**config.mk**
```make
export PLATFORM = sky130hd
export DESIGN_NAME = regbank_trap_ctrl
export DESIGN_NICKNAME = d
export VERILOG_FILES = /design/src/rtl/regbank_pkg.sv /design/src/rtl/bank_store.sv /design/src/rtl/trap_seq.sv /design/src/rtl/regbank_trap_ctrl.sv
export SDC_FILE = /design/constraint.sdc
export NUM_CORES = 1
export LEC_CHECK = 0
export BUFFER_PORTS_ARGS = -buffer_cell sky130_fd_sc_hd__buf_2
export CAP_MARGIN = 20
export CORE_UTILIZATION = 55
export DETAILED_ROUTE_END_ITERATION = 8
export HOLD_SLACK_MARGIN = 0.03
export PLACE_DENSITY = 0.75
export SETUP_SLACK_MARGIN = 0.2
export SYNTH_ARGS = -nofsm -noshare
export SYNTH_HDL_FRONTEND = slang
export SYNTH_SLANG_ARGS = --single-unit
export TNS_END_PERCENT = 10
```
**constraint.sdc**
```tcl
create_clock -name clk -period 10.5 [get_ports clk]
set_input_delay 1.05 -clock clk [delete_from_list [all_inputs] [get_ports clk]]
set_output_delay 1.05 -clock clk [all_outputs]
set_load 0.005 [all_outputs]
```
**src/rtl/regbank_pkg.sv**
```systemverilog
package regbank_pkg;
    localparam int LVL_W = 4;

    typedef enum logic [2:0] {
        TS_IDLE,
        TS_VEC,
        TS_PSR,
        TS_PPC,
        TS_JMP
    } trap_st_e;

    typedef enum logic {
        TK_OVF,
        TK_UNF
    } trap_kind_e;

    typedef struct packed {
        trap_st_e         st;
        trap_kind_e       kind;
        logic [LVL_W-1:0] lvl;
        logic [31:0]      pc;
        logic [31:0]      sr;
        logic [31:0]      sp;
        logic [31:0]      vaddr;
        logic [31:0]      handler;
    } trap_reg_t;
endpackage

```
**src/rtl/bank_store.sv**
```systemverilog
module bank_store #(
    parameter int NB = 15,
    parameter int DW = 64,
    localparam int CW = $clog2(NB + 1),
    localparam int IW = $clog2(NB)
) (
    input  logic          clk,
    input  logic          rst_n,
    input  logic          push,
    input  logic          pop,
    input  logic [DW-1:0] push_data,
    output logic [CW-1:0] cnt,
    output logic [DW-1:0] pop_data,
    output logic          pop_valid
);
    typedef struct packed {
        logic [CW-1:0] cnt;
        logic [DW-1:0] data;
        logic          valid;
    } store_reg_t;

    store_reg_t    st_d, st_q;
    logic [DW-1:0] banks [NB];
    logic [CW-1:0] top_idx;

    always_comb begin
        st_d       = st_q;
        st_d.valid = 1'b0;
        top_idx    = st_q.cnt - CW'(1);
        if (push) begin
            st_d.cnt = st_q.cnt + CW'(1);
        end else if (pop) begin
            st_d.cnt   = top_idx;
            st_d.data  = banks[top_idx[IW-1:0]];
            st_d.valid = 1'b1;
        end
    end

    always_ff @(posedge clk or negedge rst_n) begin
        if (!rst_n) begin
            st_q <= '0;
        end else begin
            st_q <= st_d;
        end
    end

    always_ff @(posedge clk) begin
        if (push) begin
            banks[st_q.cnt[IW-1:0]] <= push_data;
        end
    end

    assign cnt       = st_q.cnt;
    assign pop_data  = st_q.data;
    assign pop_valid = st_q.valid;
endmodule

```
**src/rtl/trap_seq.sv**
```systemverilog
module trap_seq
    import regbank_pkg::*;
#(
    parameter logic [31:0] OVF_OFF  = 32'h0000_0060,
    parameter logic [31:0] UNF_OFF  = 32'h0000_0064,
    parameter int          MASK_LSB = 4
) (
    input  logic             clk,
    input  logic             rst_n,
    input  logic             start,
    input  trap_kind_e       kind,
    input  logic [LVL_W-1:0] lvl,
    input  logic [31:0]      ret_pc,
    input  logic [31:0]      sr_in,
    input  logic [31:0]      sp_in,
    input  logic [31:0]      vbase,
    input  logic             mem_ack,
    input  logic [31:0]      mem_rdata,
    output logic             busy,
    output logic             mem_req,
    output logic             mem_we,
    output logic [31:0]      mem_addr,
    output logic [31:0]      mem_wdata,
    output logic             redir_valid,
    output logic [31:0]      redir_pc,
    output logic [31:0]      sr_new,
    output logic [31:0]      sp_new
);
    trap_reg_t tr_d, tr_q;

    always_comb begin
        tr_d = tr_q;
        unique case (tr_q.st)
            TS_IDLE: begin
                if (start) begin
                    tr_d.st    = TS_VEC;
                    tr_d.kind  = kind;
                    tr_d.lvl   = lvl;
                    tr_d.pc    = ret_pc;
                    tr_d.sr    = sr_in;
                    tr_d.sp    = sp_in;
                    tr_d.vaddr = vbase + ((kind == TK_OVF) ? OVF_OFF : UNF_OFF);
                end
            end
            TS_VEC: begin
                if (mem_ack) begin
                    tr_d.handler = mem_rdata;
                    tr_d.st      = TS_PSR;
                end
            end
            TS_PSR:  if (mem_ack) tr_d.st = TS_PPC;
            TS_PPC:  if (mem_ack) tr_d.st = TS_JMP;
            TS_JMP:  tr_d.st = TS_IDLE;
            default: tr_d.st = TS_IDLE;
        endcase
    end

    always_ff @(posedge clk or negedge rst_n) begin
        if (!rst_n) begin
            tr_q <= '0;
        end else begin
            tr_q <= tr_d;
        end
    end

    always_comb begin
        busy        = (tr_q.st != TS_IDLE);
        mem_req     = 1'b0;
        mem_we      = 1'b0;
        mem_addr    = '0;
        mem_wdata   = '0;
        redir_valid = (tr_q.st == TS_JMP);
        redir_pc    = tr_q.handler;
        sp_new      = tr_q.sp - 32'd8;
        sr_new      = tr_q.sr;
        if (tr_q.kind == TK_OVF) begin
            sr_new[MASK_LSB +: LVL_W] = tr_q.lvl;
        end
        unique case (tr_q.st)
            TS_VEC: begin
                mem_req  = 1'b1;
                mem_addr = tr_q.vaddr;
            end
            TS_PSR: begin
                mem_req   = 1'b1;
                mem_we    = 1'b1;
                mem_addr  = tr_q.sp - 32'd4;
                mem_wdata = tr_q.sr;
            end
            TS_PPC: begin
                mem_req   = 1'b1;
                mem_we    = 1'b1;
                mem_addr  = tr_q.sp - 32'd8;
                mem_wdata = tr_q.pc;
            end
            default: ;
        endcase
    end
endmodule

```
**src/rtl/regbank_trap_ctrl.sv**
```systemverilog
module regbank_trap_ctrl
    import regbank_pkg::*;
#(
    parameter int          NB       = 15,
    parameter int          DW       = 64,
    parameter logic [31:0] OVF_OFF  = 32'h0000_0060,
    parameter logic [31:0] UNF_OFF  = 32'h0000_0064,
    parameter int          MASK_LSB = 4,
    localparam int         CW       = $clog2(NB + 1)
) (
    input  logic             clk,
    input  logic             rst_n,
    input  logic             irq_take,
    input  logic [LVL_W-1:0] irq_level,
    input  logic [DW-1:0]    save_data,
    input  logic             ovf_trap_en,
    input  logic             restore_req,
    input  logic [31:0]      restore_pc,
    input  logic [31:0]      next_pc,
    input  logic [31:0]      sr_cur,
    input  logic [31:0]      sp_cur,
    input  logic [31:0]      vec_base,
    input  logic             mem_ack,
    input  logic [31:0]      mem_rdata,
    output logic [DW-1:0]    restore_data,
    output logic             restore_valid,
    output logic [CW-1:0]    bank_cnt,
    output logic             busy,
    output logic             mem_req,
    output logic             mem_we,
    output logic [31:0]      mem_addr,
    output logic [31:0]      mem_wdata,
    output logic             redir_valid,
    output logic [31:0]      redir_pc,
    output logic [31:0]      sr_new,
    output logic [31:0]      sp_new
);
    logic       save_go, rest_go, full, empty;
    logic       push, pop, ovf_hit, unf_hit, trap_go;
    trap_kind_e trap_kind;
    logic [31:0] trap_pc;

    always_comb begin
        full      = (bank_cnt == CW'(NB));
        empty     = (bank_cnt == '0);
        save_go   = irq_take && !busy;
        rest_go   = restore_req && !busy && !irq_take;
        push      = save_go && !full;
        pop       = rest_go && !empty;
        ovf_hit   = save_go && full && ovf_trap_en;
        unf_hit   = rest_go && empty;
        trap_go   = ovf_hit || unf_hit;
        trap_kind = ovf_hit ? TK_OVF : TK_UNF;
        trap_pc   = ovf_hit ? next_pc : restore_pc;
    end

    bank_store #(.NB(NB), .DW(DW)) u_store (
        .clk       (clk),
        .rst_n     (rst_n),
        .push      (push),
        .pop       (pop),
        .push_data (save_data),
        .cnt       (bank_cnt),
        .pop_data  (restore_data),
        .pop_valid (restore_valid)
    );

    trap_seq #(.OVF_OFF(OVF_OFF), .UNF_OFF(UNF_OFF), .MASK_LSB(MASK_LSB)) u_trap (
        .clk         (clk),
        .rst_n       (rst_n),
        .start       (trap_go),
        .kind        (trap_kind),
        .lvl         (irq_level),
        .ret_pc      (trap_pc),
        .sr_in       (sr_cur),
        .sp_in       (sp_cur),
        .vbase       (vec_base),
        .mem_ack     (mem_ack),
        .mem_rdata   (mem_rdata),
        .busy        (busy),
        .mem_req     (mem_req),
        .mem_we      (mem_we),
        .mem_addr    (mem_addr),
        .mem_wdata   (mem_wdata),
        .redir_valid (redir_valid),
        .redir_pc    (redir_pc),
        .sr_new      (sr_new),
        .sp_new      (sp_new)
    );
endmodule

```
# [Yosys cells after proc, flatten, opt, wreduce, memory -nomap -nowiden]
# Memory sizes are Yosys's and may differ from the RTL's.
# Cells that the tools add are included.
[op_classes] n_eq_ne=9 shifts=0 mul=0 n_reduce_logical=23 addsub=5 muxes=18 div_mod_pow=0 order_cmp=0 n_bitwise=1
[op_table] op="two-way mux 136 bit" count=1
[op_table] op="one-hot mux 32 bit (3 select lines)" count=1
[op_table] op="two-way mux 69 bit" count=1
[op_table] op="one-hot mux 32 bit (2 select lines)" count=1
[op_table] op="adder 32 bit" count=1
[op_table] op="two-way mux 32 bit" count=1
[op_table] op="subtractor 32 x 3 -> 32 bit, second input constant" count=1
[op_table] op="subtractor 32 x 4 -> 32 bit, second input constant" count=1
[op_table] op="two-way mux 3 bit" count=4
[op_table] op="one-hot mux 3 bit (4 select lines)" count=1
[op_table] op="logical AND 1 bit" count=8
[op_table] op="two-way mux 4 bit" count=2
[op_table] op="!= test 2 bit, second input constant" count=4
[op_table] op="equality test 3 x 2 -> 1 bit, second input constant" count=2
[op_table] op="two-way mux 1 bit" count=6
[op_table] op="AND reduction 2 bit" count=3
[op_table] op="adder 4 x 1 -> 4 bit, second input constant" count=1
[op_table] op="equality test 4 bit, second input constant" count=1
[op_table] op="logical NOT 1 bit" count=4
[op_table] op="logical NOT 4 bit" count=1
[op_table] op="AND reduction 4 bit" count=1
[op_table] op="subtractor 4 x 1 -> 4 bit, second input constant" count=1
[op_table] op="equality test 3 x 1 -> 1 bit, second input constant" count=1
[op_table] op="equality test 3 bit, second input constant" count=1
[op_table] op="7 further kinds" count=7
[totals] mem_count=1 in_bits=266 latch_bits=0 mem_bits_rw=960 rom_bits=0 word_cells=68 register_bits=237 out_inout_bits=233
[memory_table] name="u_store.banks" words=15 word_bits=64 rd=1 rd_clocked_by_memory_dff=0 write_ports=1 line="bank_store.sv:23" source="logic [DW-1:0] banks [NB];"

# [Depth between registers and ports, before layout]
[depth] ltp_word=9 mapped_depth=14 depth_no_buf=9

# [Cells and area by module]
# A second synthesis with hierarchy kept.
[unflattened] cells_unflattened=3044 hier_area_um2=49194.7
[modules_own_cells] module="bank_store" area_each_um2=39250.1 cells_each=1899 instances=1
[modules_own_cells] module="trap_seq" area_each_um2=9376.5 cells_each=1100 instances=1
[modules_own_cells] module="regbank_trap_ctrl" area_each_um2=568.0 cells_each=45 instances=1

# [Worst setup path before layout]
# Ideal clock, no wire load.
[synth_path] path_kind="input to register" from="input port irq_take" to="memory u_store.banks[13][0] (enable)" cell_stages=3 n_path_buf=0 setup_slack_ps=4010 t_arrival_ps=5926 cell_sequence="nor4b_2 nand2_1 nor3_1"
[synth_via] elab_chain_len=4
[synth_rtl] item="start, declared" line="regbank_trap_ctrl.sv:13" source="input logic irq_take,"
[synth_rtl] item="logical AND 1 bit" line="regbank_trap_ctrl.sv:46" source="save_go = irq_take && !busy;"
[synth_rtl] item="logical AND 1 bit" line="regbank_trap_ctrl.sv:48" source="push = save_go && !full;"
[synth_rtl] item="two-way mux 1 bit" line="bank_store.sv:48" source="if (push) begin"
[synth_rtl] item="two-way mux 1 bit (not written as such)" line="bank_store.sv:49" source="banks[st_q.cnt[IW-1:0]] <= push_data;"
[synth_rtl] item="end, declared" line="bank_store.sv:23"
# Every way passes these cells.

# [Worst setup path in the final report]
[layout_path] from="register u_store.st_q (netlist bit u_store.cnt[0])" to="register u_store.st_q (netlist bit u_store.pop_data[62])"
[layout_via] elab_chain_len=5
[layout_rtl] item="start, declared" line="bank_store.sv:22" source="store_reg_t st_d, st_q;"
[layout_rtl] item="start signal, assigned" line="bank_store.sv:43" source="st_q <= st_d;"
[layout_rtl] item="parallel branches: the longest is 5 deep, another holds memory read (15 x 64 bit)"
# Several ways; the timed one is not identified.
# A chain may end at the register's enable or synchronous reset.

==> impl_metrics.toml <==
[floorplanning]
start_util = 0.557
die_h_um = 299
core-area_um2 = 86900
die_w_um = 299
design.portCount = 499
rows = 108
dieArea_um2 = 89100

[timing]
hold_violations = 0
setup_viol = 0
finClkSkew_ps = 18.3
worstMarginPinSlew_ps = 1170
period_needed_ps = 4490
setup_tns_ps = 0
worst_slack_ps = 6010
grt_setup_unrepaired = "false"
maxSlewViolCount = 0
slew_headroom = 0.218
fin_crit_sh = 0.428
max_freq_mhz = 223

[critical_path]
path_max_fanout = 70
startpoint_type = "flip-flop"
r2r-start = "u_store.cnt[0]"
crit_family = "buffers and inverters"
cpMostUsedCell = "buf_4"
end_kind = "flip-flop"
cp.required_ps = 11070
ff2ff_path_depth = 8
critPathMaxStageDelay_ps = 850
rrSetupSlack_ps = 6010
cp.buffers_inverters = 3
r2r-end = "u_store.pop_data[62]"
worstPathArrival_ps = 5060
cp_slowest_cell = "dfrtp_4"
path_class = "flip-flop to flip-flop"
crit_chain = "inv_1 -> ha_4 -> buf_4 -> buf_4 -> mux4_2 -> mux2_2 -> o22ai_1 -> nor2_1"

[synth]
synth_top_flop_cell = "edfxtp_1"
ys_ff_latch = 1197
avgSynthCellArea_um2 = 17.4
yosys_warnings = 0
ys_async_sr_fraction = 0.198
synth-edff-count = 960
netlist_instances = 2784
synth_area_um2 = 48400
syn_nets = 3060
synth_cell_type_count = 67
yosysSeqAreaShare = 0.718

[clocking]
hold_buffers = 0
postCtsSetupRepairBufs = 0
cts_max_level = 3
clockRootBuffer = "clkbuf_16"
cts_tree = "yes"
clk_path_buf_depth = 3
clk_pin_slew_worst_paths_ps = 70
postCtsResizedCells = 0
cts_sinks = 1197
worstSkewPairLatency_ps = 700
cts_buffers = 116

[power]
p_leak_nw = 20.5
power_density_nw_per_um2 = 288
peakVddDrop_v = 0.000418
finalPower_mw = 16.0

[global_route]
antenna_found_initial = 25
grt_max_degree = 177
grt_pass1_wl_um = 181000
grtUsageTotal = 0.275
grt_remaining_overflow = 0
grt_pass1_vias = 28200

[route]
viasPerCell = 6.09
drt_iter0_drc = 2535
first_pass_iters = 7
vias = 27300
drc = 0
ant_nets = 0
routedWlPerCell_um = 27.5
wl_um = 123000

[cells_and_area]
final_cell_mix = "edfxtp_1 (960), buf_2 (497), dfrtp_1 (235)"
mostFrequentLayoutCell = "edfxtp_1"
nets = 3482
area_delta_synth_final_pct = 14.9
drive_above_1_share = 0.320
fin_area_um2 = 55600

[place]
io_buffer_count = 498
dp_slack_ps = 6070
hpwl_um = 71400
placedInstanceArea_um2 = 51600
gp_congestion = 0.988

[hold_path]
hold_path.class = "input pin to async pin"

[job]
drv_cap = 0

[outcome]
status = "completed"
cells by family (layout without fill, tap and decap cells):
kind of cell	after synthesis	in the layout	share of synthesized area
AOI/OAI and AO/OA	313	313	0.0425
buffers and inverters	253	778	0.0264
adders and majority gates	10	10	0.00259
other	0	17	0
xor gates and xnor gates	84	84	0.0152
and+or+nand+nor	436	436	0.0408
muxes	491	491	0.154
DFF	1197	1197	0.718
worst register-to-register path: cells and delay by family, from the launching register on:
kind,cells,cell delay [ps]
buf+inv,3,1810
flops,1,850
mux,2,810
fa+ha+maj,1,680
compound gates,1,150
simple gates,1,70
final cells by class:
class,instances,area [um2]
Clock buffer,145,3130
Sequential cell,1197,34800
Clock inverter,76,815
Fill cell,5958,31300
Antenna cell,17,42.5
Multi-Input combinational cell,1334,12500
Inverter,17,63.8
Timing Repair Buffer,540,2830
Tap cell,1155,1450
metrics by stage:
step           cells   util  hold WS [ps]
3_3_place_gp    4243  0.594           463
4_1_cts         4464  0.639           359
3_5_place_dp    4243  0.594           472
6_report        4481  0.640           339
2_1_floorplan   2784      -           459
5_1_grt         4474  0.640           387
worst max-delay path by stage:
stage / start / endpoint / slack, ps / depth (start not counted)
3_5_place_dp: u_store.cnt[0] / u_store.pop_data[24] / 6070 / 7
5_1_grt: u_store.cnt[0] / u_store.pop_data[62] / 5770 / 8
3_3_place_gp: u_store.cnt[0] / u_store.pop_data[24] / 6180 / 7
2_1_floorplan: irq_take / u_store.banks[13][0] / 4010 / 3
4_1_cts: u_trap.tr_q[67] / mem_addr[25] / 6030 / 8
6_report: u_store.cnt[0] / u_store.pop_data[62] / 6010 / 8
cell usage after synthesis (3+ instances only):
master / instances / share of area
edfxtp_1: 960 / 0.60
dfrtp_1: 237 / 0.12
nor2_1: 202 / 0.016
mux2i_1: 192 / 0.040
mux4_2: 192 / 0.089
a21oi_1: 125 / 0.013
nand2_1: 123 / 0.0095
mux2_2: 106 / 0.025
clkbuf_1: 103 / 0.0080
a211oi_1: 68 / 0.011
buf_4: 67 / 0.010
o221ai_1: 63 / 0.011
buf_2: 53 / 0.0055
xnor2_1: 49 / 0.0089
xor2_1: 35 / 0.0063
nor3_1: 29 / 0.0030
o21ai_0: 27 / 0.0028
inv_1: 17 / 0.0013
nor4_1: 14 / 0.0018
buf_1: 12 / 0.00093
ha_1: 10 / 0.0026
nand3_1: 8 / 0.00083
nand2b_1: 7 / 0.00091
nand4_1: 7 / 0.00091
nor2b_1: 6 / 0.00078
and3_1: 5 / 0.00065
and4_1: 4 / 0.00072
nand3b_1: 4 / 0.00062
a22oi_1: 3 / 0.00047
a31oi_1: 3 / 0.00039
and2_1: 3 / 0.00039
or3_1: 3 / 0.00039
flip-flops by register name (all words and copies together) (netlist names):
signal	flops
u_store.pop_data	64
u_trap.sr_new	28
u_store.banks	960
u_trap.tr_q	108
u_store.cnt	4
u_store.pop_valid	1
u_trap.redir_pc	32
layer usage:
layer  wire length, um  GRT usage  vias up
met4              3900     0.0994       14
met2             63500      0.476     1249
met5                87          0        -
li1                  -          -    11700
met3              9900     0.0573      245
met1             45900      0.345    14100
power by group:
group	switching [mW]	total [mW]	internal, mW
clock	1.77	4.28	2.51
sequential	0.563	6.35	5.79
combinational	2.97	5.37	2.40
total	5.30	16.0	10.7
No activity file was read; power rests on OpenSTA's default activity.
